**config.mk**
```make
export PLATFORM = sky130hd
export DESIGN_NAME = adc_serial_rd
export DESIGN_NICKNAME = d
export VERILOG_FILES = /design/src/rtl/adc_rd_pkg.sv /design/src/rtl/sclk_edge.sv /design/src/rtl/rd_load_ctrl.sv /design/src/rtl/rd_shift_core.sv /design/src/rtl/adc_serial_rd.sv
export SDC_FILE = /design/constraint.sdc
export NUM_CORES = 1
export LEC_CHECK = 0
export BUFFER_PORTS_ARGS = -buffer_cell sky130_fd_sc_hd__buf_2
export CAP_MARGIN = 30
export CORE_ASPECT_RATIO = 0.7
export CORE_MARGIN = 10
export CORE_UTILIZATION = 35
export CTS_CLUSTER_SIZE = 20
export DETAILED_ROUTE_END_ITERATION = 7
export GPL_TIMING_DRIVEN = 1
export PLACE_DENSITY = 0.56
export SYNTH_ARGS = -nofsm -noshare
export SYNTH_HDL_FRONTEND = slang
export SYNTH_SLANG_ARGS = --single-unit
```
**constraint.sdc**
```tcl
create_clock -name clk -period 1.9 [get_ports clk]
set_clock_uncertainty 0.1 [all_clocks]
set_input_delay 0.095 -clock clk [delete_from_list [all_inputs] [get_ports clk]]
set_output_delay 0.095 -clock clk [all_outputs]
set_load 0.03 [all_outputs]
```
**src/rtl/adc_rd_pkg.sv**
```systemverilog
package adc_rd_pkg;
  typedef enum logic {
    RD_AFTER  = 1'b0,
    RD_DURING = 1'b1
  } rd_mode_e;
endpackage

```
**src/rtl/sclk_edge.sv**
```systemverilog
module sclk_edge #(
  parameter int STAGES = 2
) (
  input  logic clk,
  input  logic rst_n,
  input  logic sclk,
  output logic rise,
  output logic fall
);
  logic [STAGES-1:0] sync_q;
  logic              last_q;

  for (genvar g = 0; g < STAGES; g++) begin : g_sync
    if (g == 0) begin : g_first
      always_ff @(posedge clk) begin
        if (!rst_n) sync_q[g] <= 1'b0;
        else        sync_q[g] <= sclk;
      end
    end else begin : g_rest
      always_ff @(posedge clk) begin
        if (!rst_n) sync_q[g] <= 1'b0;
        else        sync_q[g] <= sync_q[g-1];
      end
    end
  end

  always_ff @(posedge clk) begin
    if (!rst_n) last_q <= 1'b0;
    else        last_q <= sync_q[STAGES-1];
  end

  assign rise = sync_q[STAGES-1] & ~last_q;
  assign fall = ~sync_q[STAGES-1] & last_q;
endmodule

```
**src/rtl/rd_load_ctrl.sv**
```systemverilog
module rd_load_ctrl
  import adc_rd_pkg::*;
#(
  parameter int DATA_W = 16,
  parameter int CNT_W  = 5
) (
  input  logic              clk,
  input  logic              rst_n,
  input  rd_mode_e          mode,
  input  logic              busy,
  input  logic [DATA_W-1:0] result,
  input  logic              cs_n,
  input  logic [CNT_W-1:0]  bit_cnt,
  output logic              load_en,
  output logic [DATA_W-1:0] load_data,
  output logic              rd_err
);
  localparam logic [CNT_W-1:0] FULL = CNT_W'(DATA_W);

  logic              busy_q, cs_q;
  logic              pend_vld;
  logic [DATA_W-1:0] pend_q, word_q;
  logic              busy_fall, cs_rise, read_open, hold_off, take_new;
  logic              err_d, err_q;

  assign busy_fall = busy_q & ~busy;
  assign cs_rise   = ~cs_q & cs_n;
  assign read_open = ~cs_n & (bit_cnt != '0);
  assign hold_off  = (mode == RD_AFTER) & read_open;
  assign take_new  = busy_fall & ~hold_off;

  always_ff @(posedge clk) begin
    if (!rst_n) begin
      busy_q   <= 1'b0;
      cs_q     <= 1'b1;
      pend_vld <= 1'b0;
      pend_q   <= '0;
      word_q   <= '0;
    end else begin
      busy_q <= busy;
      cs_q   <= cs_n;
      if (take_new) begin
        word_q   <= result;
        pend_vld <= 1'b0;
      end else if (busy_fall) begin
        pend_q   <= result;
        pend_vld <= 1'b1;
      end else if (cs_rise && pend_vld) begin
        word_q   <= pend_q;
        pend_vld <= 1'b0;
      end
    end
  end

  always_comb begin
    load_en   = take_new | cs_rise;
    load_data = word_q;
    if (take_new)      load_data = result;
    else if (pend_vld) load_data = pend_q;
  end

  assign err_d = (mode == RD_DURING) & busy_fall & ~cs_n &
                 (bit_cnt != '0) & (bit_cnt < FULL);

  always_ff @(posedge clk) begin
    if (!rst_n) err_q <= 1'b0;
    else        err_q <= err_d;
  end

  assign rd_err = err_q;
endmodule

```
**src/rtl/rd_shift_core.sv**
```systemverilog
module rd_shift_core #(
  parameter int DATA_W = 16,
  parameter int CNT_W  = 5
) (
  input  logic              clk,
  input  logic              rst_n,
  input  logic              cs_n,
  input  logic              load_en,
  input  logic [DATA_W-1:0] load_data,
  input  logic              shift_go,
  input  logic              latch_go,
  input  logic              chain_use,
  input  logic              chain_in,
  output logic              msb,
  output logic [CNT_W-1:0]  bit_cnt
);
  localparam logic [CNT_W-1:0] FULL = CNT_W'(DATA_W);

  logic [DATA_W-1:0] sr_q;
  logic              chain_q;
  logic [CNT_W-1:0]  cnt_q;

  always_ff @(posedge clk) begin
    if (!rst_n) begin
      chain_q <= 1'b0;
    end else if (latch_go) begin
      chain_q <= chain_use & chain_in;
    end
  end

  always_ff @(posedge clk) begin
    if (!rst_n) begin
      sr_q <= '0;
    end else if (load_en) begin
      sr_q <= load_data;
    end else if (shift_go) begin
      sr_q <= {sr_q[DATA_W-2:0], chain_q};
    end
  end

  always_ff @(posedge clk) begin
    if (!rst_n || cs_n) begin
      cnt_q <= '0;
    end else if (shift_go && cnt_q < FULL) begin
      cnt_q <= cnt_q + 1'b1;
    end
  end

  assign msb     = sr_q[DATA_W-1];
  assign bit_cnt = cnt_q;
endmodule

```
**src/rtl/adc_serial_rd.sv**
```systemverilog
module adc_serial_rd
  import adc_rd_pkg::*;
#(
  parameter int DATA_W      = 16,
  parameter int SYNC_STAGES = 2
) (
  input  logic              clk,
  input  logic              rst_n,
  input  logic              mode,
  input  logic              busy,
  input  logic [DATA_W-1:0] result,
  input  logic              cs_n,
  input  logic              rd_n,
  input  logic              sclk,
  input  logic              chain_in,
  output logic              sdout,
  output logic              sdout_en,
  output logic              rd_err
);
  localparam int CNT_W = $clog2(DATA_W + 1);

  rd_mode_e          mode_e;
  logic              s_rise, s_fall;
  logic              load_en;
  logic [DATA_W-1:0] load_data;
  logic [CNT_W-1:0]  bit_cnt;
  logic              msb, sel, may_shift, shift_go, latch_go;

  assign mode_e    = rd_mode_e'(mode);
  assign sel       = ~cs_n & ~rd_n;
  assign may_shift = (mode_e == RD_DURING) | ~busy | (bit_cnt != '0);
  assign shift_go  = s_fall & sel & may_shift;
  assign latch_go  = s_rise & sel;

  sclk_edge #(.STAGES(SYNC_STAGES)) u_edge (
    .clk  (clk),
    .rst_n(rst_n),
    .sclk (sclk),
    .rise (s_rise),
    .fall (s_fall)
  );

  rd_load_ctrl #(.DATA_W(DATA_W), .CNT_W(CNT_W)) u_load (
    .clk      (clk),
    .rst_n    (rst_n),
    .mode     (mode_e),
    .busy     (busy),
    .result   (result),
    .cs_n     (cs_n),
    .bit_cnt  (bit_cnt),
    .load_en  (load_en),
    .load_data(load_data),
    .rd_err   (rd_err)
  );

  rd_shift_core #(.DATA_W(DATA_W), .CNT_W(CNT_W)) u_shift (
    .clk      (clk),
    .rst_n    (rst_n),
    .cs_n     (cs_n),
    .load_en  (load_en),
    .load_data(load_data),
    .shift_go (shift_go),
    .latch_go (latch_go),
    .chain_use(mode_e == RD_AFTER),
    .chain_in (chain_in),
    .msb      (msb),
    .bit_cnt  (bit_cnt)
  );

  assign sdout_en = ~cs_n;
  assign sdout    = sdout_en & msb;
endmodule

```
# Word level (Yosys, flattened, before mapping)
# Index checks and enable logic that the tools add are counted.
word_totals:
  input_bits: 24
  output_inout_bits: 3
  wordCells: 65
  regBits: 61
classes:
  bitwise: 30
  muxes: 9
  eq_ne: 1
  n_addsub: 1
  n_lt_le_gt_ge: 1
  n_reduce_logical: 11
ops:
  columns: ["operator", "n"]
  rows:
  - ["$mux W16", 7]
  - ["$and A1 B1 Y1", 17]
  - ["$not A1 Y1", 10]
  - ["$reduce_bool A2 Y1", 3]
  - ["$add A5 B1 Y5 const B", 1]
  - ["$lt A5 B5 Y1 const B", 1]
  - ["$reduce_bool A5 Y1", 1]
  - ["$reduce_and A2 Y1", 2]
  - ["$or A1 B1 Y1", 3]
  - ["$logic_and A1 B1 Y1", 2]
  - ["$mux W1", 2]
  - ["$ne A2 B2 Y1 const B", 1]
  - ["$reduce_or A2 Y1", 1]
  - ["$logic_not A1 Y1", 1]
  - ["$logic_or A1 B1 Y1", 1]

# Longest topological paths before layout
# Gate-level depths: netlist (run 1).
depth:
  depth_word: 7
  mapped_depth: 9
  depth_no_buf: 6

# By module
# Synthesis (run 1) repeated with hierarchy kept, for this count alone.
hier_totals:
  cells_unflattened: 340
  area_unflattened_um2: 3069.2
by_module_without_submodules:
  columns: ["module", "cells_each", "area_each_um2", "n_inst", "seq_area_each_um2"]
  rows:
  - ["rd_load_ctrl", 212, 1926.8, 1, 720.7]
  - ["rd_shift_core", 112, 1002.2, 1, 440.4]
  - ["sclk_edge", 8, 91.3, 1, 60.1]
  - ["adc_serial_rd", 8, 48.8, 1, 0.0]

# Worst setup path after synthesis (run 1)
# Ideal clock, no wire load.
synth_timing:
  path_kind: "flip-flop to flip-flop"
  start: "register u_shift.cnt_q[0] (netlist: u_shift.bit_cnt[0])"
  end: "register u_load.pend_q[7]"
  setup_time_ps: 130
  synth_period_minus_slack_ps: 1953
  slack_ps: -53
  arrival_time_ps: 1723
  path_stages_with_launch: 10
  t_required_ps: 1670
  path_buffers: 3
  path_cell_list: "dfxtp_1 > inv_1 > ha_1 > or4b_1 > buf_6 > nor4b_1 > buf_6 > buf_6 > mux2i_1 > nor2_1"
synth_between:
  elab_chain_cells: 7
synth_lines:
  columns: ["element", "line_no", "source"]
  rows:
  - ["start: declaration", "rd_shift_core.sv:21", "logic [CNT_W-1:0] cnt_q;"]
  - ["start signal: assignment", "rd_shift_core.sv:45", "cnt_q <= cnt_q + 1'b1;"]
  - ["$reduce_bool A5 Y1", "rd_load_ctrl.sv:28", "assign read_open = ~cs_n & (bit_cnt != '0);"]
  - ["$and A1 B1 Y1", "rd_load_ctrl.sv:28", null]
  - ["$and A1 B1 Y1", "rd_load_ctrl.sv:29", "assign hold_off = (mode == RD_AFTER) & read_open;"]
  - ["$not A1 Y1", "rd_load_ctrl.sv:30", "assign take_new = busy_fall & ~hold_off;"]
  - ["$and A1 B1 Y1", "rd_load_ctrl.sv:30", null]
  - ["$not A1 Y1 (no line)", null, null]
  - ["$reduce_and A2 Y1 (no line)", null, null]
  - ["end signal: assignment", "rd_load_ctrl.sv:46", "pend_q <= result;"]
  - ["end: declaration", "rd_load_ctrl.sv:22", "logic [DATA_W-1:0] pend_q, word_q;"]
# No other way between the ends.
# A chain may end at the register's enable or synchronous reset.

# Worst setup path in the final report (run 1)
layout_timing:
  start: "register u_shift.cnt_q[0] (netlist: u_shift.bit_cnt[0])"
  end: "register u_shift.sr_q[13]"
layout_between:
  elab_chain_cells: 7
  word_cells_on_any_way: 11
  cone_classes: "mux (2); bitwise (7); reduce/logical (2)"
layout_lines:
  columns: ["element", "line_no", "source"]
  rows:
  - ["$reduce_bool A5 Y1 (*)", "rd_load_ctrl.sv:28, adc_serial_rd.sv:31", null]
  - ["$and A1 B1 Y1", "rd_load_ctrl.sv:28", null]
  - ["$and A1 B1 Y1", "rd_load_ctrl.sv:29", null]
  - ["$not A1 Y1", "rd_load_ctrl.sv:30", null]
  - ["$and A1 B1 Y1", "rd_load_ctrl.sv:30", null]
  - ["$mux W16 / $or A1 B1 Y1 (equally long branches)", "rd_load_ctrl.sv:58, rd_load_ctrl.sv:56", null]
  - ["$mux W16 / $reduce_bool A2 Y1 (equally long branches)", null, null]
  - ["end signal: assignment", "rd_shift_core.sv:35", "sr_q <= load_data;"]
  - ["end signal: assignment", "rd_shift_core.sv:37", "sr_q <= {sr_q[DATA_W-2:0], chain_q};"]
  - ["end: declaration", "rd_shift_core.sv:19", "logic [DATA_W-1:0] sr_q;"]
# Every way passes the cells marked *; elsewhere a longest branch is shown, timed or not.

==> results of run 1 <==
## repair_timing
action / CTS / global route
endpoints found under the hold margin: 35 / 0
gates cloned: 0 / 3
endpoints found under the setup margin: 24 / 50
hold buffers: 21 / 0
pin swaps: 2 / 11
gates resized for setup: 8 / 26
buffers inserted: 0 / 2
## per-layer routing
layer | up-vias | global-route usage
li1 | 1213 | -
met1 | 1150 | 0.163
met2 | 48 | 0.165
met3 | 12 | 0.0392
met4 | 0 | 0.0488
met5 | - | 0
## sequential cells by signal, indices dropped and copies added (netlist names), 2 cells and up
register and flops:
u_load.pend_q 16, u_load.word_q 16, u_shift.sr_q 16, u_shift.bit_cnt 5
u_edge.sync_q 2
## power breakdown
group          switching (mW)  leakage [nW]  total (mW)  internal, mW
clock                   0.544         0.129        1.45         0.905
sequential             0.0228         0.497        1.35          1.32
combinational           0.167         0.950       0.331         0.164
total                   0.733          1.58        3.13          2.39
## logic make-up (layout without fill, tap and decap cells)
group / count (synthesis) / in the layout / synth area share
buffers and inverters: 27 / 96 / 0.0557
AOI/OAI and AO/OA: 63 / 63 / 0.179
DFF: 61 / 61 / 0.415
muxes: 56 / 56 / 0.194
and+or+nand+nor: 86 / 86 / 0.141
adders and majority gates: 2 / 2 / 0.00850
xor gates and xnor gates: 2 / 2 / 0.00595
## how the worst max path moves through the flow
stage / endpoint / slack, ns / depth (start not counted)
finish: u_shift.sr_q[13] / -0.09 / 7
floorplan: u_load.pend_q[7] / 0.005 / 9
global route: u_shift.sr_q[13] / -0.14 / 7
detailed placement: u_shift.sr_q[3] / -0.13 / 8
CTS: u_shift.sr_q[13] / -0.04 / 8
global placement: u_shift.sr_q[11] / -0.05 / 8
## synthesized netlist by cell type (3+ instances only)
cell      number
and2_1         4
buf_6          7
clkbuf_1       7
nor3_1         8
mux2i_1       47
a211oi_2      10
dfxtp_1       61
o22ai_1        8
a21oi_1        6
a22oi_1        9
nor2_1        38
inv_1          5
a211oi_1       6
nand2_1       17
buf_2          8
nand2b_1       3
o211ai_1       7
nor2b_1        3
a311oi_1       7
mux2_2         9
## tightest hold or removal path, cell delays in order
cell and delay (ns):
buf_2 0.10, or4b_2 0.12, a21oi_1 0.06, nor2_1 0.07
## area by class of cell
| type | count | area share |
|---|---|---|
| Clock buffer | 13 | 0.0627 |
| Clock inverter | 2 | 0.00251 |
| Inverter | 5 | 0.00470 |
| Multi-Input combinational cell | 209 | 0.424 |
| Sequential cell | 61 | 0.307 |
| Tap cell | 101 | 0.0317 |
| Timing Repair Buffer | 76 | 0.167 |
## placed cells by master, fill, tap and decap left out, drive strengths merged, types with 2 or more instances in the layout
cell type and count:
dfxtp 61, inv 5, a22oi 9, o22ai 8, o21ai 3, dlygate4sd3 21, nor4b 2, mux2 9
nor3 8, clkbuf 15, mux2i 47, a21oi 7, nor2b 3, buf 53, or4b 2, nand2 17
xor2 2, nand4 2, nand3 3, clkinv 2, and2 4, a311oi 7, a211oi 16, ha 2
nand2b 4, nor2 38, o211ai 7
==> impl_metrics.toml, run 1 <==
[global_routing]
grt_pass1_wl_um = 11900
grt_max_degree = 50
antenna_found_initial = 0
overflow = 0
grt_pass1_vias = 2309
grtUsageTotal = 0.119

[timing]
fin_tns_setup_ns = -0.586
hold_violations = 0
finalMaxSlewViolations = 0
rsz0062_at_grt = "true"
fin_crit_sh = 1.05
setup_viol = 16
slew_headroom = 0.756
timing.hold.ws_ns = 0.0568
final.min_clock_period_ns = 1.99
setup_ws_ns = -0.0889
worst_pin_slew_ns = 0.365
max_freq_mhz = 503

[worst_setup_path]
cp_top_family = "simple AND/OR/NAND/NOR gates"
cp_cell_sequence = "inv_2 -> ha_1 -> or4b_4 -> o21ai_4 -> buf_12 -> nand2b_4 -> a311oi_2"
arrival_ns = 2.12
reg2regPathDepth = 7
path_class = "reg -> reg"
start_kind = "register"
slowest_delay_ns = 0.55
worst_setup_path_end_kind = "register"
crit_slowest_cell = "or4b_4"
worstSetupStartpoint = "u_shift.bit_cnt[0]"
rr_endpoint = "u_shift.sr_q[13]"
critPathMaxFanout = 7
worst_r2r_startpoint = "u_shift.bit_cnt[0]"
critPathRequiredTime_ns = 2.04
crit_buf_inv = 2
r2r_slack_ns = -0.09

[run]
max-cap-violations = 0

[synth]
synth_top_cell_area_share = 0.415
synth_area_leaders = "dfxtp_1 41%, mux2i_1 16%, nor2_1 4.8%"
yosys_warnings = 0
synth_top_cell_by_area = "dfxtp_1"
synth_fp_nets = 323
ys_seq_area_frac = 0.415
synth_cell_types = 42
ys_ff_latch = 61
synthCells = 297
synth_top_flop_cell = "dfxtp_1"
syn-mean-instance-area_um2 = 9.91
syn_area_um2 = 2940
async_flop_share = 0
synth-edff-count = 0

[detailed_routing]
wl_met1_um = 3880
via_per_inst = 5.19
route.met2.wl_um = 3310
drt-initial-drc-count = 129
met3_wirelength_um = 390
wire_per_inst_um = 16.5
vias = 2423
drc = 0
first_pass_iters = 4
wl_um = 7700
antenna_left = 0
highest_layer = "met4"

[finish]
multi_input_area_um2 = 1690
layout-drive-gt1-share = 0.339
n_antenna_cell = 0
fin_area_um2 = 3990
area_growth_pct = 35.6
fin_nets = 388
fillers = 757
seq_area_um2 = 1220
fin_util = 0.499
final_cells = 467

[clock_tree]
cts_buffers = 9
clock-sinks = 61
cts_buffer_depth = 2
cts_tree = "yes"
clk_latency_ns = 0.33
cts_htree_levels = 3
path_clk_slew_ns = 0.05
clockRootBuffer = "clkbuf_16"

[floorplanning]
start_util = 0.368
num_io_pins = 27
fp.coreArea_um2 = 8010
die_width_um = 130
die_h_um = 96.7
rows = 27
design.die.area_um2 = 12500

[worst_hold_path]
whs_path_depth = 4
hp-start = "rd_n"
hold_end = "u_shift.chain_q"
hp-class = "in -> reg"

[power_and_ir_drop]
p_total_mw = 3.13
power_leakage_nw = 1.58
vdd_drop_max_v = 0.000432
p_per_area_nw_per_um2 = 784

[placed_design]
io_buffers = 26
post-dp-hpwl_um = 4790
post-place-ws_ns = -0.126
placed_cell_area_um2 = 3320
place_congestion = 0.804
dp_cells = 427

[run_status]
violations = "setup timing"
status = "complete, but fails checks"
No activity file was read; power rests on OpenSTA's default activity.
==> run 2, diff against run 1 <==
CAP_MARGIN = default   (was 30)
PLACE_DENSITY = 0.54   (was 0.56)
SYNTH_HIERARCHICAL = 1   (was default)
clock period = 1.95 ns   (was 1.9 ns; I/O delays follow)
==> run 2 against run 1 <==
The flow now finishes without violations; hold slack worse by 0.031 ns; combinational power down 21%; non-clock buffer count down 16.
==> impl_metrics.toml, run 2 <==
[detailed_routing]
drt-initial-drc-count = 154
wl_um = 6880
vias = 2437
wire_per_inst_um = 13.4
via_per_inst = 4.75
antenna_left = 0
drc = 0
first_pass_iters = 4

[synth]
async_flop_share = 0
syn_area_um2 = 3070
synth_fp_nets = 365
synth_area_leaders = "dfxtp_1 40%, mux2i_1 21%, a21oi_1 5.5%"
synthCells = 340
ys_ff_latch = 61
yosys_warnings = 6
post-synth-top-count-cell = "mux2i_1"
synth_cell_types = 37
synth_xor_area_frac = 0.00571
synth_common_cells = "65 x mux2i_1, 61 x dfxtp_1, 34 x a21oi_1"
synth-compound-area-share = 0.132
synth_top_cell_area_share = 0.398
synth_top_flop_cell = "dfxtp_1"
synth_top_cell_by_area = "dfxtp_1"
synth_simple_gate_area_frac = 0.208
yosys-mux-area-fraction = 0.212
syn-mean-instance-area_um2 = 9.03
synth_top_family_by_area = "multiplexers"
yosys.area_share.adder = 0.00408
synth-edff-count = 0
ys_seq_area_frac = 0.398

[clock_tree]
clk_latency_ns = 0.33
clockRootBuffer = "clkbuf_16"
cts_tree = "yes"
path_clk_slew_ns = 0.05
post_cts_buffers = 0
cts_htree_levels = 3
cts_buffer_depth = 2
cts_buffers = 9
clock-sinks = 61

[timing]
slew_headroom = 0.780
finalMaxSlewViolations = 0
fin_tns_setup_ns = 0
setup_ws_ns = 0.169
worst_pin_slew_ns = 0.329
hold_violations = 0
final.min_clock_period_ns = 1.78
rsz0062_at_grt = "false"
setup_viol = 0
max_freq_mhz = 561
fin_crit_sh = 0.914

[finish]
mostFrequentLayoutCell = "mux2i_1"
largest_registers = "u_load/pend_q x16, u_load/word_q x16, u_shift/sr_q x16"
final_cell_mix = "65 x mux2i_1, 56 x dfxtp_1, 34 x a21oi_1"
layout-drive-gt1-share = 0.170
fin_area_um2 = 3940
fillers = 822
seq_area_um2 = 1230
area_growth_pct = 28.3
final_cells = 513
n_antenna_cell = 0
fin_nets = 414
multi_input_area_um2 = 1750

[global_routing]
antenna_found_initial = 0
grt_pass1_wl_um = 12200
grt_max_degree = 50
overflow = 0
grtUsageTotal = 0.113
grt_pass1_vias = 2547

[power_and_ir_drop]
p_per_area_nw_per_um2 = 756
clkPwrFrac = 0.474
pwr-share-comb = 0.088
seq_power_share = 0.437
vdd_drop_max_v = 0.000547
power.internal_mw = 2.30
power_leakage_nw = 1.37
switchingPower_mw = 0.673
sw_frac_of_total = 0.226

[floorplanning]
rows = 28
die_h_um = 98.4
die_width_um = 132
design.die.area_um2 = 13000
fp.coreArea_um2 = 8510
start_util = 0.361
num_io_pins = 27

[placed_design]
place_congestion = 0.737
post-place-ws_ns = 0.109
post-dp-hpwl_um = 4540
io_buffers = 26
dp_cells = 478
placed_cell_area_um2 = 3460

[worst_setup_path]
start_kind = "register"
worst_setup_path_end_kind = "register"
critPathRequiredTime_ns = 2.07
path_class = "reg -> reg"
critPathMaxFanout = 9
worst_r2r_startpoint = "u_shift/bit_cnt[1]"
reg2regPathDepth = 7
r2r_slack_ns = 0.17
arrival_ns = 1.90
rr_endpoint = "u_shift/sr_q[10]"

[worst_hold_path]
hold_end = "u_shift/chain_q"
hp-start = "rd_n"
whs_path_depth = 4
hp-class = "in -> reg"

[run_status]
status = "finished clean"

[run]
max-cap-violations = 0
run 2: cell type report:
class,instances,area share
clock inverters,2,0.00254
flip-flops and latches,61,0.312
inverters,3,0.00286
multi-input cells,254,0.445
well taps,120,0.0381
repair buffers,60,0.136
clock buffers,13,0.0636
run 2: worst max-delay path by stage:
stage | startpoint | endpoint | slack [ns] | cells after the start
CTS | u_shift/bit_cnt[3] | u_shift/sr_q[10] | 0.09 | 7
global placement | u_shift/bit_cnt[3] | u_shift/sr_q[10] | 0.09 | 7
global route | u_shift/bit_cnt[1] | u_shift/bit_cnt[3] | 0.02 | 6
floorplan | u_shift/bit_cnt[0] | u_shift/sr_q[3] | 0.0007 | 10
finish | u_shift/bit_cnt[1] | u_shift/sr_q[10] | 0.17 | 7
detailed placement | u_shift/bit_cnt[3] | u_shift/sr_q[10] | 0.11 | 7
run 2: metal layers:
layer	vias to the layer above	GRT usage	wire (um)
li1	1268	-	-
met1	1111	0.136	3420
met5	-	0	0
met3	10	0.0507	346
met4	0	0.0341	78
met2	48	0.180	3030
run 2: timing repair:
| item | in CTS | in global routing |
|---|---|---|
| hold buffers | 20 | 0 |
| hold endpoints to repair | 20 | 0 |
| endpoints found under the setup margin | 0 | 18 |
| resized for setup | 0 | 5 |
run 2: power groups by stage:
stage / Sequential [mW] / Clock, mW / Combinational, mW
after floorplan: 1.32 / 0 / 0.152
after global placement: 1.33 / 0 / 0.231
after detailed placement: 1.33 / 0 / 0.234
after CTS: 1.30 / 1.46 / 0.266
after global routing: 1.30 / 1.53 / 0.297
final: 1.30 / 1.41 / 0.263
run 2: logic make-up (layout without fill, tap and decap cells):
group | after synthesis | count (layout)
multiplexers | 65 | 65
AND/OR/NAND/NOR | 113 | 113
AO/OA/AOI/OAI | 73 | 73
XOR/XNOR | 2 | 2
adder cells (fa/ha/maj) | 1 | 1
buffers and inverters | 25 | 78
flip-flops | 61 | 61
run 2: stage by stage:
step                power [mW]  hold WS, ns  utilization
finish                    2.98       0.0254        0.462
global route              3.13       0.0516        0.462
CTS                       3.03       0.0192        0.461
detailed placement        1.56        0.207        0.407
global placement          1.56        0.199        0.407
floorplan                 1.47       0.0705            -
run 2: critical path, stage by stage, from the launching register on:
cell       delay [ns]
dfxtp_2          0.36
nor3b_1          0.07
a2111oi_2        0.35
buf_4            0.22
buf_12           0.14
mux2i_1          0.20
o21ai_0          0.09
and2_1           0.15
==> run 3, diff against run 2 <==
REMOVE_ABC_BUFFERS = 1   (was default)
==> run 3 against run 2 <==
Wire length increased by 1.4%; sequential power about the same; hold slack improved by 0.039 ns; critical path depth unchanged; non-clock buffer count increased by 4; die area unchanged; power increased by 1.4%; register-to-register slack got worse by 0.03 ns; via count decreased by 0.25%; core utilization increased by 0.56 points; clock-buffer cell count decreased by 1.
==> impl_metrics.toml, run 3 (synthesis results as in run 2) <==
[power_and_ir_drop]
power.internal_mw = 2.33
seq_power_share = 0.429
switchingPower_mw = 0.683
p_per_area_nw_per_um2 = 757
sw_frac_of_total = 0.226
pwr-share-comb = 0.088
clkPwrFrac = 0.484
vdd_drop_max_v = 0.000364
power_leakage_nw = 1.39

[floorplanning]
rows = 28
die_h_um = 98.4
num_io_pins = 27
fp.coreArea_um2 = 8510
design.die.area_um2 = 13000
start_util = 0.361
die_width_um = 132

[global_routing]
overflow = 0
use_met1 = 0.150
antenna_found_initial = 0
met3_usage = 0.0353
grt_pass1_wl_um = 11900
grtUsageTotal = 0.111
met2_usage = 0.164
busiest_layer = "met2"
grt_max_degree = 37
grt_pass1_vias = 2464

[clock_tree]
cts_htree_levels = 3
clk_latency_ns = 0.32
clock-sinks = 61
clockRootBuffer = "clkbuf_16"
path_clk_slew_ns = 0.05
cts_buffer_depth = 2
cts_tree = "yes"
cts_buffers = 9

[worst_setup_path]
crit_slowest_cell = "dfxtp_4"
critPathMaxFanout = 7
critPathRequiredTime_ns = 2.10
cp_cell_sequence = "nor4_1 -> a2111oi_2 -> buf_4 -> buf_4 -> nand3b_1 -> or3_1 -> a21oi_2"
start_kind = "register"
slowest_delay_ns = 0.37
arrival_ns = 1.97
path_class = "reg -> reg"
reg2regPathDepth = 7
worst_setup_path_end_kind = "register"
crit_path_frequent_cell = "buf_4"

[timing]
fin_crit_sh = 0.931
setup_viol = 0
final.min_clock_period_ns = 1.81
fin_tns_setup_ns = 0
finalMaxSlewViolations = 0
worst_pin_slew_ns = 0.383
hold_violations = 0
slew_headroom = 0.744
max_freq_mhz = 551
setup_ws_ns = 0.135
rsz0062_at_grt = "false"

[finish]
fin_util = 0.468
n_antenna_cell = 0
largest_registers = "u_load/pend_q x16, u_load/word_q x16, u_shift/sr_q x16"
final_cell_mix = "65 x mux2i_1, 56 x dfxtp_1, 33 x a21oi_1"
fin_nets = 418
layout-drive-gt1-share = 0.183
area_growth_pct = 29.8
mostFrequentLayoutCell = "mux2i_1"

[placed_design]
post-dp-hpwl_um = 4490
place_congestion = 0.812
post-place-ws_ns = 0.0766
io_buffers = 26

[detailed_routing]
wire_per_inst_um = 13.5
drc = 0
antenna_left = 0
via_per_inst = 4.69
wl_um = 6980
vias = 2431
drt-initial-drc-count = 95
first_pass_iters = 4

[run_status]
status = "finished clean"

[run]
max-cap-violations = 0

[worst_hold_path]
whs_path_depth = 2
hp-class = "in -> reg"
[run 3: cell types whose count changed in the layout (fill, tap and decap cells not counted), sizes merged]
cell and change:
clkinvlp +1, clkinv +1, buf +3
[run 3: path summary, 6_finish.rpt]
check	startpoint	end	slack, ns
worst min-delay path	rst_n	u_load/cs_q	0.06
worst max-delay path	u_shift/bit_cnt[4]	u_shift/bit_cnt[3]	0.14
worst min register to register	u_edge/sync_q[0]	u_edge/sync_q[1]	0.34
worst max register to register	u_shift/bit_cnt[4]	u_shift/bit_cnt[3]	0.14
[run 3: layout make-up]
class                   instances  area, um^2
repair buffers                 64         558
clock buffers                  12         256
clock inverters                 4        22.5
well taps                     120         150
fillers                       800        4530
multi-input cells             254        1750
flip-flops and latches         61        1240
inverters                       3        11.3
[run 3: power by group through the flow]
stage | clock network [mW] | registers [mW] | logic [mW]
after global placement | 0 | 1.32 | 0.231
after detailed placement | 0 | 1.32 | 0.235
final | 1.46 | 1.29 | 0.264
after global routing | 1.55 | 1.30 | 0.299
after floorplan | 0 | 1.33 | 0.131
after CTS | 1.51 | 1.30 | 0.265
[run 3: critical path, delay by kind of cell, from the launching register on]
kind	cells	cell delay, ns
AO/OA/AOI/OAI	2	0.46
buffers and inverters	2	0.33
flip-flops	1	0.37
AND/OR/NAND/NOR	3	0.48
[run 3: through the flow]
stage               instance area [um^2]  total power [mW]  cells  hold slack [ns]
finish                              3980              3.02    518           0.0644
global route                        3980              3.14    518           0.0651
CTS                                 3920              3.07    515           0.0519
detailed placement                  3440              1.56    479            0.204
global placement                    3440              1.55    479            0.199
floorplan                           2950              1.46    318           0.0705
[run 3: what timing repair did]
action,in CTS,in global routing
endpoints found under the hold margin,19,0
hold buffers,20,0
setup buffers,0,2
endpoints found under the setup margin,0,16
resized for setup,0,11
[run 3: metal layers]
metal | part of all wire | vias up
met1 | 0.53 | 1113
met3 | 0.029 | 8
met4 | 0.012 | 0
met2 | 0.43 | 29
met5 | 0 | -
li1 | - | 1281
